`src/rtl/erase_seq_pkg.sv`:
```
package erase_seq_pkg;
  typedef enum logic [3:0] {
    S_IDLE, S_SETUP, S_CONF, S_POLL, S_SUSP, S_SPOLL,
    S_HOLD, S_RESUME, S_CLEAR, S_RESET, S_DONE
  } seq_st_t;

  typedef enum logic [1:0] {B_IDLE, B_SETUP, B_STROBE, B_RECOV} bus_st_t;

  localparam logic [7:0] CMD_ERASE_SETUP = 8'h20;
  localparam logic [7:0] CMD_CONFIRM     = 8'hD0;
  localparam logic [7:0] CMD_SUSPEND     = 8'hB0;
  localparam logic [7:0] CMD_CLR_STATUS  = 8'h50;
  localparam logic [7:0] CMD_READ_ARRAY  = 8'hFF;

  localparam logic [2:0] RES_PASS    = 3'd0;
  localparam logic [2:0] RES_LOCKED  = 3'd1;
  localparam logic [2:0] RES_SUPPLY  = 3'd2;
  localparam logic [2:0] RES_FAIL    = 3'd3;
  localparam logic [2:0] RES_TIMEOUT = 3'd4;
endpackage

```
`src/rtl/esq_status_decode.sv`:
```
module esq_status_decode
  import erase_seq_pkg::*;
(
  input  logic       sr_locked,
  input  logic       sr_supply,
  input  logic       sr_fail,
  output logic [2:0] code
);
  always_comb begin
    if (sr_locked)      code = RES_LOCKED;
    else if (sr_supply) code = RES_SUPPLY;
    else if (sr_fail)   code = RES_FAIL;
    else                code = RES_PASS;
  end
endmodule

```
`src/rtl/esq_bus_cycle.sv`:
```
module esq_bus_cycle
  import erase_seq_pkg::*;
#(
  parameter int ADDR_W = 21,
  parameter int DQ_W   = 16,
  parameter int T_AS   = 2,
  parameter int T_WP   = 4,
  parameter int T_ACC  = 5
) (
  input  logic              clk,
  input  logic              rst_n,
  input  logic              req,
  input  logic              rd,
  input  logic [ADDR_W-1:0] addr_i,
  input  logic [DQ_W-1:0]   data_i,
  output logic              ack,
  output logic [DQ_W-1:0]   rdata,
  output logic [ADDR_W-1:0] f_addr,
  output logic [DQ_W-1:0]   f_dq_o,
  output logic              f_dq_oe,
  input  logic [DQ_W-1:0]   f_dq_i,
  output logic              f_ce_n,
  output logic              f_we_n,
  output logic              f_oe_n
);
  localparam int T_M1  = (T_AS > T_WP) ? T_AS : T_WP;
  localparam int T_MAX = (T_M1 > T_ACC) ? T_M1 : T_ACC;
  localparam int CW    = $clog2(T_MAX + 1);

  bus_st_t           st;
  logic [CW-1:0]     cnt;
  logic              rd_q;
  logic [ADDR_W-1:0] addr_q;
  logic [DQ_W-1:0]   data_q;

  always_ff @(posedge clk or negedge rst_n) begin
    if (!rst_n) begin
      st     <= B_IDLE;
      cnt    <= '0;
      rd_q   <= 1'b0;
      addr_q <= '0;
      data_q <= '0;
      rdata  <= '0;
    end else begin
      case (st)
        B_IDLE: if (req) begin
          st     <= B_SETUP;
          cnt    <= CW'(T_AS - 1);
          rd_q   <= rd;
          addr_q <= addr_i;
          data_q <= data_i;
        end
        B_SETUP: if (cnt == '0) begin
          st  <= B_STROBE;
          cnt <= rd_q ? CW'(T_ACC - 1) : CW'(T_WP - 1);
        end else cnt <= cnt - 1'b1;
        B_STROBE: if (cnt == '0) begin
          st <= B_RECOV;
          if (rd_q) rdata <= f_dq_i;
        end else cnt <= cnt - 1'b1;
        default: st <= B_IDLE;
      endcase
    end
  end

  logic active;
  assign active  = (st == B_SETUP) || (st == B_STROBE);
  assign ack     = (st == B_RECOV);
  assign f_ce_n  = !active;
  assign f_we_n  = !((st == B_STROBE) && !rd_q);
  assign f_oe_n  = !((st == B_STROBE) && rd_q);
  assign f_dq_oe = active && !rd_q;
  assign f_addr  = addr_q;
  assign f_dq_o  = data_q;
endmodule

```
`src/rtl/erase_seq.sv`:
```
module erase_seq
  import erase_seq_pkg::*;
#(
  parameter int ADDR_W    = 21,
  parameter int OFF_W     = 15,
  parameter int DQ_W      = 16,
  parameter int CNT_W     = 6,
  parameter int T_AS      = 2,
  parameter int T_WP      = 4,
  parameter int T_ACC     = 5,
  parameter int MAX_POLLS = 4096
) (
  input  logic                    clk,
  input  logic                    rst_n,
  input  logic                    start_valid,
  output logic                    start_ready,
  input  logic [ADDR_W-OFF_W-1:0] start_blk,
  input  logic [CNT_W-1:0]        start_nblk_m1,
  input  logic                    chk_defer,
  input  logic                    susp_req,
  input  logic                    resume_req,
  output logic                    done,
  output logic                    passed,
  output logic [2:0]              result,
  output logic [ADDR_W-1:0]       f_addr,
  output logic [DQ_W-1:0]         f_dq_o,
  output logic                    f_dq_oe,
  input  logic [DQ_W-1:0]         f_dq_i,
  output logic                    f_ce_n,
  output logic                    f_we_n,
  output logic                    f_oe_n
);
  localparam int BLK_W = ADDR_W - OFF_W;
  localparam int PW    = $clog2(MAX_POLLS + 1);

  seq_st_t          st;
  logic [BLK_W-1:0] blk;
  logic [CNT_W-1:0] left;
  logic             defer_q;
  logic [PW-1:0]    polls;
  logic [2:0]       res;

  logic             bus_req, bus_rd, bus_ack;
  logic [7:0]       bus_cmd;
  logic [DQ_W-1:0]  rd_data;
  logic [2:0]       dec_code;
  logic             unused_bits;

  assign unused_bits = ^{rd_data[DQ_W-1:8], rd_data[6], rd_data[4], rd_data[2], rd_data[0]};

  always_comb begin
    bus_req = 1'b1;
    bus_rd  = 1'b0;
    bus_cmd = CMD_READ_ARRAY;
    case (st)
      S_SETUP:         bus_cmd = CMD_ERASE_SETUP;
      S_CONF,
      S_RESUME:        bus_cmd = CMD_CONFIRM;
      S_SUSP:          bus_cmd = CMD_SUSPEND;
      S_CLEAR:         bus_cmd = CMD_CLR_STATUS;
      S_RESET:         bus_cmd = CMD_READ_ARRAY;
      S_POLL, S_SPOLL: bus_rd  = 1'b1;
      default:         bus_req = 1'b0;
    endcase
  end

  esq_bus_cycle #(
    .ADDR_W(ADDR_W), .DQ_W(DQ_W), .T_AS(T_AS), .T_WP(T_WP), .T_ACC(T_ACC)
  ) u_bus (
    .clk(clk), .rst_n(rst_n), .req(bus_req), .rd(bus_rd),
    .addr_i({blk, {OFF_W{1'b0}}}), .data_i(DQ_W'(bus_cmd)),
    .ack(bus_ack), .rdata(rd_data),
    .f_addr(f_addr), .f_dq_o(f_dq_o), .f_dq_oe(f_dq_oe), .f_dq_i(f_dq_i),
    .f_ce_n(f_ce_n), .f_we_n(f_we_n), .f_oe_n(f_oe_n)
  );

  esq_status_decode u_dec (
    .sr_locked(rd_data[1]), .sr_supply(rd_data[3]), .sr_fail(rd_data[5]),
    .code(dec_code)
  );

  always_ff @(posedge clk or negedge rst_n) begin
    if (!rst_n) begin
      st      <= S_IDLE;
      blk     <= '0;
      left    <= '0;
      defer_q <= 1'b0;
      polls   <= '0;
      res     <= RES_PASS;
    end else begin
      case (st)
        S_IDLE: if (start_valid) begin
          blk     <= start_blk;
          left    <= start_nblk_m1;
          defer_q <= chk_defer;
          res     <= RES_PASS;
          st      <= S_SETUP;
        end
        S_SETUP: if (bus_ack) st <= S_CONF;
        S_CONF, S_RESUME: if (bus_ack) begin
          polls <= '0;
          st    <= S_POLL;
        end
        S_POLL: if (bus_ack) begin
          if (!rd_data[7]) begin
            if (polls == PW'(MAX_POLLS - 1)) begin
              res <= RES_TIMEOUT;
              st  <= S_CLEAR;
            end else begin
              polls <= polls + 1'b1;
              if (susp_req) st <= S_SUSP;
            end
          end else if (dec_code != RES_PASS &&
                       (!defer_q || left == '0 || rd_data[3])) begin
            res <= dec_code;
            st  <= S_CLEAR;
          end else if (left == '0) begin
            st <= S_RESET;
          end else begin
            blk  <= blk + 1'b1;
            left <= left - 1'b1;
            st   <= S_SETUP;
          end
        end
        S_SUSP:  if (bus_ack) st <= S_SPOLL;
        S_SPOLL: if (bus_ack && rd_data[7]) st <= S_HOLD;
        S_HOLD:  if (resume_req) st <= S_RESUME;
        S_CLEAR: if (bus_ack) st <= S_RESET;
        S_RESET: if (bus_ack) st <= S_DONE;
        default: st <= S_IDLE;
      endcase
    end
  end

  assign start_ready = (st == S_IDLE);
  assign done        = (st == S_DONE);
  assign result      = res;
  assign passed      = done && (res == RES_PASS);
endmodule

```
`config.mk`:
```
export PLATFORM = sky130hd
export DESIGN_NAME = erase_seq
export DESIGN_NICKNAME = d
export VERILOG_FILES = /design/src/rtl/erase_seq_pkg.sv /design/src/rtl/esq_status_decode.sv /design/src/rtl/esq_bus_cycle.sv /design/src/rtl/erase_seq.sv
export SDC_FILE = /design/constraint.sdc
export NUM_CORES = 1
export LEC_CHECK = 0
export ABC_AREA = 1
export CAP_MARGIN = 20
export CELL_PAD_IN_SITES_DETAIL_PLACEMENT = 1
export CELL_PAD_IN_SITES_GLOBAL_PLACEMENT = 1
export CORE_ASPECT_RATIO = 2
export CORE_UTILIZATION = 32
export CTS_CLUSTER_DIAMETER = 150
export CTS_CLUSTER_SIZE = 8
export DETAILED_ROUTE_END_ITERATION = 7
export PLACE_DENSITY = 0.76
export SLEW_MARGIN = 0
export SYNTH_ARGS = -nofsm -noshare
export SYNTH_HDL_FRONTEND = slang
export SYNTH_SLANG_ARGS = --single-unit
```
`constraint.sdc`:
```
create_clock -name clk -period 1.6 [get_ports clk]
set_input_delay 0.4 -clock clk [delete_from_list [all_inputs] [get_ports clk]]
set_output_delay 0.4 -clock clk [all_outputs]
set_load 0.05 [all_outputs]
```
Word-level counts from Yosys, hierarchy flattened
Cells that the tools add are included.
{ "word_totals": {"register_bits": 61, "latch_bits": 0, "ramBits": 0, "rom_bits": 0, "inputBits": 34, "output_inout_bits": 47, "elab_cells": 139, "memories": 0} }
{ "op_classes": {"add_sub_neg": 4, "mul": 0, "n_div": 0, "magnitude_cmp": 0, "n_eq_ne": 35, "shift": 0, "muxes": 53, "bitwise_logic": 0, "reduce_logical": 35} }
{ "op_table": {"columns": ["cell", "count"], "rows": [
  ["6-bit 2-to-1 mux", 10],
  ["4-bit 2-to-1 mux", 14],
  ["13-bit 2-to-1 mux", 4],
  ["4-bit case mux with 9 select lines", 1],
  ["8-bit case mux with 4 select lines", 1],
  ["3-bit 2-to-1 mux", 10],
  ["2-bit inequality test, second input constant", 15],
  ["13-bit case mux with 2 select lines", 1],
  ["6-bit case mux with 2 select lines", 2],
  ["4-bit by 3-bit == test with 1-bit output, second input constant", 4],
  ["13-bit by 1-bit adder with 13-bit output, second input constant", 1],
  ["13-bit by 12-bit == test with 1-bit output, second input constant", 1],
  ["4-bit == test, second input constant", 3],
  ["2-bit 2-to-1 mux", 5],
  ["10-bit AND reduction", 1],
  ["5-bit AND reduction", 2],
  ["3-bit case mux with 3 select lines", 1],
  ["3-bit AND reduction", 3],
  ["4-bit by 2-bit == test with 1-bit output, second input constant", 2],
  ["8-bit OR reduction", 1],
  ["6-bit by 1-bit adder with 6-bit output, second input constant", 1],
  ["1-bit logical AND", 6],
  ["3-bit zero test", 2],
  ["6-bit zero test", 1],
  ["other kinds (21)", 35]
]} }

Logic depth before layout (Yosys ltp)
Gate-level depths: netlist (run 1).
{ "logic_depth": {"depth_word": 9, "ltp_mapped": 11, "mapped_depth_nobuf": 10} }

Hierarchy
From an unflattened synthesis (run 1), not the netlist that was laid out.
{ "hier_totals": {"hier_cells": 579, "area_unflattened_um2": 4929.7} }
{ "modules_own_cells": {"columns": ["mod", "n_inst", "cells_each", "area_each_um2", "seq_area_each_um2"], "rows": [
  ["esq_bus_cycle", 1, 215, 2506.2, 1476.4],
  ["erase_seq", 1, 356, 2389.8, 825.8],
  ["esq_status_decode", 1, 8, 33.8, 0.0]
]} }

Worst setup path after synthesis (run 1)
OpenSTA, ideal clock, no wires.
{ "synth_timing": {"kind": "register to output", "start": "reg st[2]", "end": "out passed", "t_arrival_ns": 2.822, "t_required_ns": 1.200, "path_slack_ns": -1.622, "path_stages_with_launch": 6, "path_buffers": 0, "cell_sequence": "dfrtp_1 -> inv_2 -> nand2_1 -> nor2_1 -> inv_1 -> nor4_1"} }
{ "synth_via": {"elab_chain_len": 2} }
{ "synth_rtl": {"columns": ["element", "line_no", "text"], "rows": [
  ["start: declaration", "erase_seq.sv:36", "seq_st_t st;"],
  ["start signal: assignment", "erase_seq.sv:84", "st <= S_IDLE;"],
  ["start signal: assignment", "erase_seq.sv:97", "st <= S_SETUP;"],
  ["start signal: assignment", "erase_seq.sv:99", "S_SETUP: if (bus_ack) st <= S_CONF;"],
  ["4-bit == test", "erase_seq.sv:136", "assign done = (st == S_DONE);"],
  ["via done", "erase_seq.sv:22", "output logic done,"],
  ["1-bit logical AND", "erase_seq.sv:138", "assign passed = done && (res == RES_PASS);"],
  ["end: declaration", "erase_seq.sv:23", "output logic passed,"]
]} }
The timed path passes the listed nets, and every way through them passes these cells.

Worst setup path in the final report (run 1)
{ "layout_timing": {"start": "reg st[2]", "end": "reg st[0]"} }
{ "layout_via": {"elab_chain_len": 4, "elab_cells_between_ends": 23, "classes_between": "19 x eq/ne; 1 x mux; 3 x reduce/logical"} }
{ "layout_rtl": {"columns": ["element", "line_no", "text"], "rows": [
  ["4-bit by 2-bit == test with 1-bit output or 4-bit by 3-bit == test with 1-bit output (tied branches)", "erase_seq.sv:91", "case (st)"],
  ["2-bit OR reduction", "erase_seq.sv:91", null],
  ["2-bit inequality test (no source line)", null, null],
  ["10-bit AND reduction (no source line)", null, null]
]} }
Parallel ways exist; a longest one is shown, timed or not.
A chain may end at the register's enable or synchronous reset.

==> results of run 1 <==
-- area by class of cell --
| cell class | count | area [µm²] |
|---|---|---|
| timing repair buffer | 128 | 1500 |
| multi-input combinational | 350 | 2110 |
| clock inverter | 3 | 40.0 |
| fill | 1172 | 4740 |
| clock buffer | 5 | 125 |
| sequential | 54 | 1360 |
| tap | 135 | 169 |
| inverter | 43 | 184 |
-- state kept, by name (all words and copies together), names as in the netlist --
register and count:
blk 6, defer_q 1, left 6, polls 13, result 3, st 4
u_bus.cnt 3, u_bus.f_addr 6, u_bus.f_dq_o 5, u_bus.rd_q 1, u_bus.rdata 4, u_bus.st 2
-- worst max-delay path by stage --
stage	start	to	slack [ns]	depth (start not counted)
after floorplan	st[2]	passed	-0.38	5
after global placement	st[2]	polls[0]	-0.04	9
after detailed placement	st[2]	polls[3]	-0.14	10
after CTS	st[2]	passed	-0.26	6
after global routing	st[2]	st[0]	-0.40	12
final	st[2]	st[0]	-0.37	12
-- power by group through the flow --
| stage | registers (W) | clock network [W] | logic [W] |
|---|---|---|---|
| 2_1_floorplan | 0.00278 | 0 | 0.00307 |
| 3_3_place_gp | 0.00243 | 0 | 0.00600 |
| 3_5_place_dp | 0.00246 | 0 | 0.00625 |
| 4_1_cts | 0.00245 | 0.00130 | 0.00727 |
| 5_1_grt | 0.00261 | 0.00134 | 0.00937 |
| 6_report | 0.00256 | 0.00129 | 0.00893 |
-- synthesized netlist by cell type (all sizes together) --
| library cell | number |
|---|---|
| inv | 42 |
| nor2 | 56 |
| o21bai | 2 |
| buf | 33 |
| or2 | 4 |
| nor4 | 1 |
| nand3b | 2 |
| nand2 | 142 |
| xor2 | 10 |
| nor3 | 3 |
| nand4 | 3 |
| ha | 10 |
| mux2i | 5 |
| dfrtp | 54 |
| a31oi | 1 |
| mux2 | 1 |
| nand3 | 26 |
| clkinv | 1 |
| o31ai | 1 |
| a21oi | 14 |
| xnor2 | 4 |
| conb | 1 |
| o21ai | 42 |
-- kinds of logic (layout without fill, tap and decap cells) --
kind of cell / Yosys count / after routing / synth area share (%)
and+or+nand+nor: 237 / 237 / 29.3
other: 1 / 23 / 0.111
buffers and inverters: 76 / 179 / 12.0
adders and majority gates: 10 / 10 / 3.71
muxes: 6 / 6 / 1.82
AOI/OAI and AO/OA: 60 / 60 / 9.49
DFF: 54 / 54 / 40.0
xor gates and xnor gates: 14 / 14 / 3.63
-- through the flow --
step	utilization [%]	TNS, ns	instances	cell area (µm²)	hold WS (ns)
2_1_floorplan	-	-0.519	480	3510	0.104
3_3_place_gp	44.4	-0.576	676	4540	0.425
3_5_place_dp	44.4	-2.84	676	4540	0.430
4_1_cts	49.6	-3.24	704	5070	0.103
5_1_grt	53.6	-14.86	718	5480	0.103
6_report	53.6	-12.72	718	5480	0.0802
-- repair_timing --
action / 4_1_cts / 5_1_grt
endpoints found under the setup margin: 46 / 61
resized for setup: 58 / 87
setup buffers: 21 / 14
cloned: 0 / 4
endpoints found under the hold margin: 0 / 0
pin swaps: 17 / 18
-- per-layer routing --
layer,GRT usage [%],part of all wire [%],vias to the layer above
met5,0,0,-
met2,44.8,58,104
met3,2.06,3.0,44
met4,10.9,5.4,0
li1,-,-,1643
met1,23.6,34,1826
==> impl_results.md, run 1 <==
* Dpl ws at -0.136 ns
* Final Skew at 0.00996 ns
* Most frequent cells in the layout: nand2_1 (103), buf_4 (58), dfrtp_1 (49)
* Initial antenna violation count at 0
* WP data arrival at 2.16 ns
* Outcome: complete, but fails checks
* Worst Setup Slack, final at -0.374 ns
* Initial Util at 33.1%
* Avg WL per Cell at 19.7 µm
* Post-layout min period at 1.97 ns
* First-pass GRT wire length at 19.2 mm
* Sw Ratio at 48.6%
* Rows at 52
* Largest net degree at the start of global routing at 55
* Worst hold path type: in -> async
* CTS tree: done
* Die Area at 11000 µm²
* Clk pwr share at 10.1%
* Synthesis-stage register bit count at 54
* Critical Path Sink Type: flop
* Clk sinks at 54
* Top cells by area, synth: dfrtp_1 (40%), nand2_1 (16%), buf_4 (5.8%)
* PwrDens at 2330 nW/µm²
* Worst path slowest cell: dfrtp_2
* Design Power at 0.0128 W
* Netlist cell types at 32
* Number of global-route vias before repair at 3816
* Syn_area_per_cell at 7.37 µm²
* Core Region at 10200 µm²
* Net Sw Power at 0.00622 W
* Crit path max-delay family: simple AND/OR/NAND/NOR gates
* Setup CP Type: reg -> reg
* CP Data Required Time at 1.79 ns
* Port Buffers at 45
* Top-area cell type share of the netlist area at 40.0%
* Routed Antenna Nets at 0
* Fin. Hold Viols at 0
* CP cell instances: buf_12 -> nor2_4 -> buf_4 -> buf_6 -> nand2_8 -> buf_4 -> nor2_4 -> nand3_2 -> nand2_4 -> inv_4 -> nand2_2 -> nand2_1
* Setup violators final at 56
* Die height at 147 µm
* Worst vdd ir at 0.00206 V
* Worst path max stage delay at 0.49 ns
* Sequential Power Share at 20.0%
* CP max FO at 6
* Max clock buf depth at 2
* Vias at 3617
* Worst-Skew Late Latency at 0.31 ns
* Iteration-0 DRC count of the detailed router at 138
* GR Overflow Total at 0
* Fmax at 507 MHz
* Crit start category: flop
* Synth Instances at 458
* Hold-fix buffers at CTS at 0
* RR Startpoint: st[2]
* # DRC at 0
* Leak at 2.58 nW
* WP buf/inv at 5
* Comb power frac at 69.9%
* Yosys warnings at 0
* Area Growth Syn to Fin at 62.2%
* Antenna diodes at 0
* Drt first pass iters at 4
* Most common cell after layout, fill and taps aside: nand2_1
* Unrepaired setup endpoints after global routing: true
* Die W at 74.6 µm
* R2R cell count at 12
* GRT Util Overall at 23.2%
* Final GP Congestion at 0.809
* CTS Buf Count at 5
* Crit Reg-Reg Endpoint: st[0]
* Number of max-cap violations at 0
* IO Count at 81
* H-tree levels at 2
* Final HPWL DP at 7.75 mm
* Sequential area share after synthesis at 40.0%
* Failing checks: setup timing
* R2r setup slk at -0.37 ns
* Cell Area, Synth at 3380 µm²
* Pins Over Slew Limit at 0
* Final wirelength at 14.1 mm
* Vias/cell at 5.04
* Final period util at 123%
* Cell Int Power at 0.00657 W
* Clk slew on worst S/H paths at 0.07 ns
* Layout cell share with drive strength beyond 1 at 37.6%
* Yosys top cell by area: dfrtp_1
* Root Driver: clkbuf_16
* Nets@finish at 626
No activity file was read; power rests on OpenSTA's default activity.
==> inputs of run 2 (changes only) <==
--- a/config.mk
+++ b/config.mk
@@ -8,2 +8,3 @@
 export ABC_AREA = 1
+export ABC_CLOCK_PERIOD_IN_PS = 1600
 export CAP_MARGIN = 20
==> constraint.sdc (replaced) <==
create_clock -name clk -period 1.6 [get_ports clk]
set_input_delay 0.16 -clock clk [delete_from_list [all_inputs] [get_ports clk]]
set_output_delay 0.16 -clock clk [all_outputs]
set_load 0.05 [all_outputs]
==> impl_results.md, run 2 (synthesized netlist as in run 1, its figures left out) <==
* Crit path max-delay family: simple AND/OR/NAND/NOR gates
* Core Region at 10200 µm² (unchanged)
* Sequential Power Share at 22.9% (+2.9 points)
* Number of global-route vias before repair at 3645 (-4.5%)
* Final Skew at 0.00566 ns (-0.00429 ns)
* CTS tree: done
* # DRC at 0 (unchanged)
* Cell Int Power at 0.00523 W (-20%)
* Clk pwr share at 10.6% (+0.5 points)
* Max FFs per register at 13 (unchanged)
* Comb power frac at 66.5% (-3.4 points)
* Dpl ws at -0.139 ns (-0.00279 ns)
* Clk slew on worst S/H paths at 0.07 ns (about the same)
* H-tree levels at 2 (unchanged)
* Max clock buf depth at 2 (unchanged)
* CP max FO at 8 (+2)
* Setup CP Type: reg -> reg
* Drt first pass iters at 4 (unchanged)
* Largest net degree at the start of global routing at 34 (-38%)
* GRT Util Overall at 20.2% (-3.1 points)
* WP buf/inv at 2 (-3)
* IO Count at 81 (unchanged)
* Most common cell after layout, fill and taps aside: nand2_1
* Port Buffers at 45 (unchanged)
* Unrepaired setup endpoints after global routing: true
* Leak at 2.32 nW (-9.9%)
* Failing checks: setup timing
* Final-layout fill cell count at 1273 (+8.6%)
* Biggest register: polls
* Most frequent cells in the layout: nand2_1 (120), buf_4 (71), dfrtp_1 (48)
* Rows at 52 (unchanged)
* Vias at 3394 (-6.2%)
* Root Driver: clkbuf_16
* Initial Util at 33.1% (unchanged)
* Number of max-cap violations at 0 (unchanged)
* Fin util at 47.7% (-5.9 points)
* Die W at 74.6 µm (unchanged)
* GR Overflow Total at 0 (unchanged)
* CTS Buf Count at 5 (unchanged)
* WP data arrival at 1.99 ns (-0.17 ns)
* Die Area at 11000 µm² (unchanged)
* Sw Ratio at 49.8% (+1.2 points)
* RR Startpoint: st[0]
* Worst-Skew Late Latency at 0.30 ns (about the same)
* PwrDens at 2140 nW/µm² (-8.3%)
* CP cell instances: buf_4 -> nor2_1 -> nand2_1 -> nand3_4 -> nand3_4 -> nor2_4 -> inv_2 -> nand2_1 -> nand2_1
* Vias/cell at 4.83 (-4.0%)
* Final period util at 112% (-11 points)
* Most frequent CP cell: nand2_1
* Final wirelength at 11.4 mm (-19%)
* Layout cell share with drive strength beyond 1 at 30.2% (-7.4 points)
* Post-layout min period at 1.79 ns (-0.181 ns)
* CP Data Required Time at 1.79 ns (about the same)
* Crit Reg-Reg Endpoint: polls[1]
* Antenna diodes at 0 (unchanged)
* Critical path depth at 9 (-3)
* Clk sinks at 54 (unchanged)
* R2R cell count at 9 (-3)
* Routed Antenna Nets at 0 (unchanged)
* Net Sw Power at 0.00520 W (-16%)
* Crit start category: flop
* R2r setup slk at -0.19 ns (+0.18 ns)
* Critical Path Sink Type: flop
* Setup violators final at 38 (-32%)
* Worst path max stage delay at 0.45 ns (-0.04 ns)
* Worst vdd ir at 0.00180 V (-13%)
* Worst-Margin Slew at 0.561 ns
* Hold slack final at 0.393 ns (+0.313 ns)
* Worst hold path type: in -> async
* Final HPWL DP at 7.79 mm (+0.58%)
* TNS Setup at -4.24 ns (+8.48 ns)
* Fin. Hold Viols at 0 (unchanged)
* Avg WL per Cell at 16.2 µm (-17%)
* Final GP Congestion at 0.826 (+2.1%)
* Fmax at 558 MHz (+10%)
* Worst path slowest cell: dfrtp_2
* Nets@finish at 610 (-2.6%)
* Rel. slew slack at 62.6%
* Area Growth Syn to Fin at 44.3%
* Iteration-0 DRC count of the detailed router at 95 (-31%)
* Worst Setup Slack, final at -0.193 ns (+0.181 ns)
* CP endpoint: polls[1]
* Worst setup startpoint: st[0]
* Design Power at 0.0104 W (-18%)
* Die height at 147 µm (unchanged)
* Initial antenna violation count at 0 (unchanged)
* Pins Over Slew Limit at 0 (unchanged)
* Outcome: complete, but fails checks
* First-pass GRT wire length at 16.8 mm (-12%)
-- run 2: cell types whose count changed in the layout (fill, tap and decap cells not counted), moves of 3 or more --
| cell | delta |
|---|---|
| buf_12 | -19 |
| nand2_1 | +17 |
| buf_4 | +13 |
| nand2_4 | -11 |
| nor2_1 | +8 |
| buf_6 | -7 |
| o21ai_0 | +7 |
| nand2_2 | -6 |
| o21ai_2 | -6 |
| nor2_2 | -5 |
| nor2_4 | -3 |
-- run 2: through the flow --
step	cell area, µm²	instances
floorplan	3510	480
global placement	4300	675
detailed placement	4300	675
CTS	4630	697
global route	4870	702
finish	4870	702
-- run 2: power by group through the flow --
stage	Clock [W]	Combinational [W]	Sequential, W
after detailed placement	0	0.00574	0.00237
after CTS	0.00113	0.00617	0.00234
final	0.00110	0.00694	0.00239
after global routing	0.00118	0.00743	0.00244
after floorplan	0	0.00307	0.00278
after global placement	0	0.00553	0.00233
-- run 2: layout make-up --
| type | count | area, µm² | area share (%) |
|---|---|---|---|
| Multi-Input combinational cell | 350 | 1970 | 40.4 |
| Timing Repair Buffer | 112 | 1060 | 21.8 |
| Sequential cell | 54 | 1360 | 27.9 |
| Clock inverter | 2 | 13.8 | 0.282 |
| Tap cell | 135 | 169 | 3.47 |
| Inverter | 43 | 170 | 3.49 |
| Clock buffer | 6 | 129 | 2.64 |
-- run 2: how the worst min path moves through the flow --
stage	startpoint	endpoint	slack [ns]	depth (start not counted)
final	rst_n	left[2]	0.39	2
after global routing	rst_n	left[2]	0.44	2
after CTS	rst_n	left[2]	0.41	2
after detailed placement	rst_n	left[2]	0.19	1
after global placement	rst_n	left[4]	0.18	1
after floorplan	rst_n	blk[0]	-0.14	0
-- run 2: routing by layer --
metal | wire (µm) | part of all wire (%) | GRT usage (%)
met5 | 0 | 0 | 0
met4 | 380 | 3.3 | 10.8
met3 | 275 | 2.4 | 2.61
met2 | 6740 | 59 | 39.1
met1 | 4010 | 35 | 19.1
-- run 2: timing repair --
action                                  in CTS  in global routing
pin swaps                                    8                  6
hold endpoints to repair                    21                  0
gates cloned                                 0                  2
setup buffers                               14                  3
endpoints found under the setup margin      53                 53
hold buffers                                 1                  0
resized for setup                           24                 54
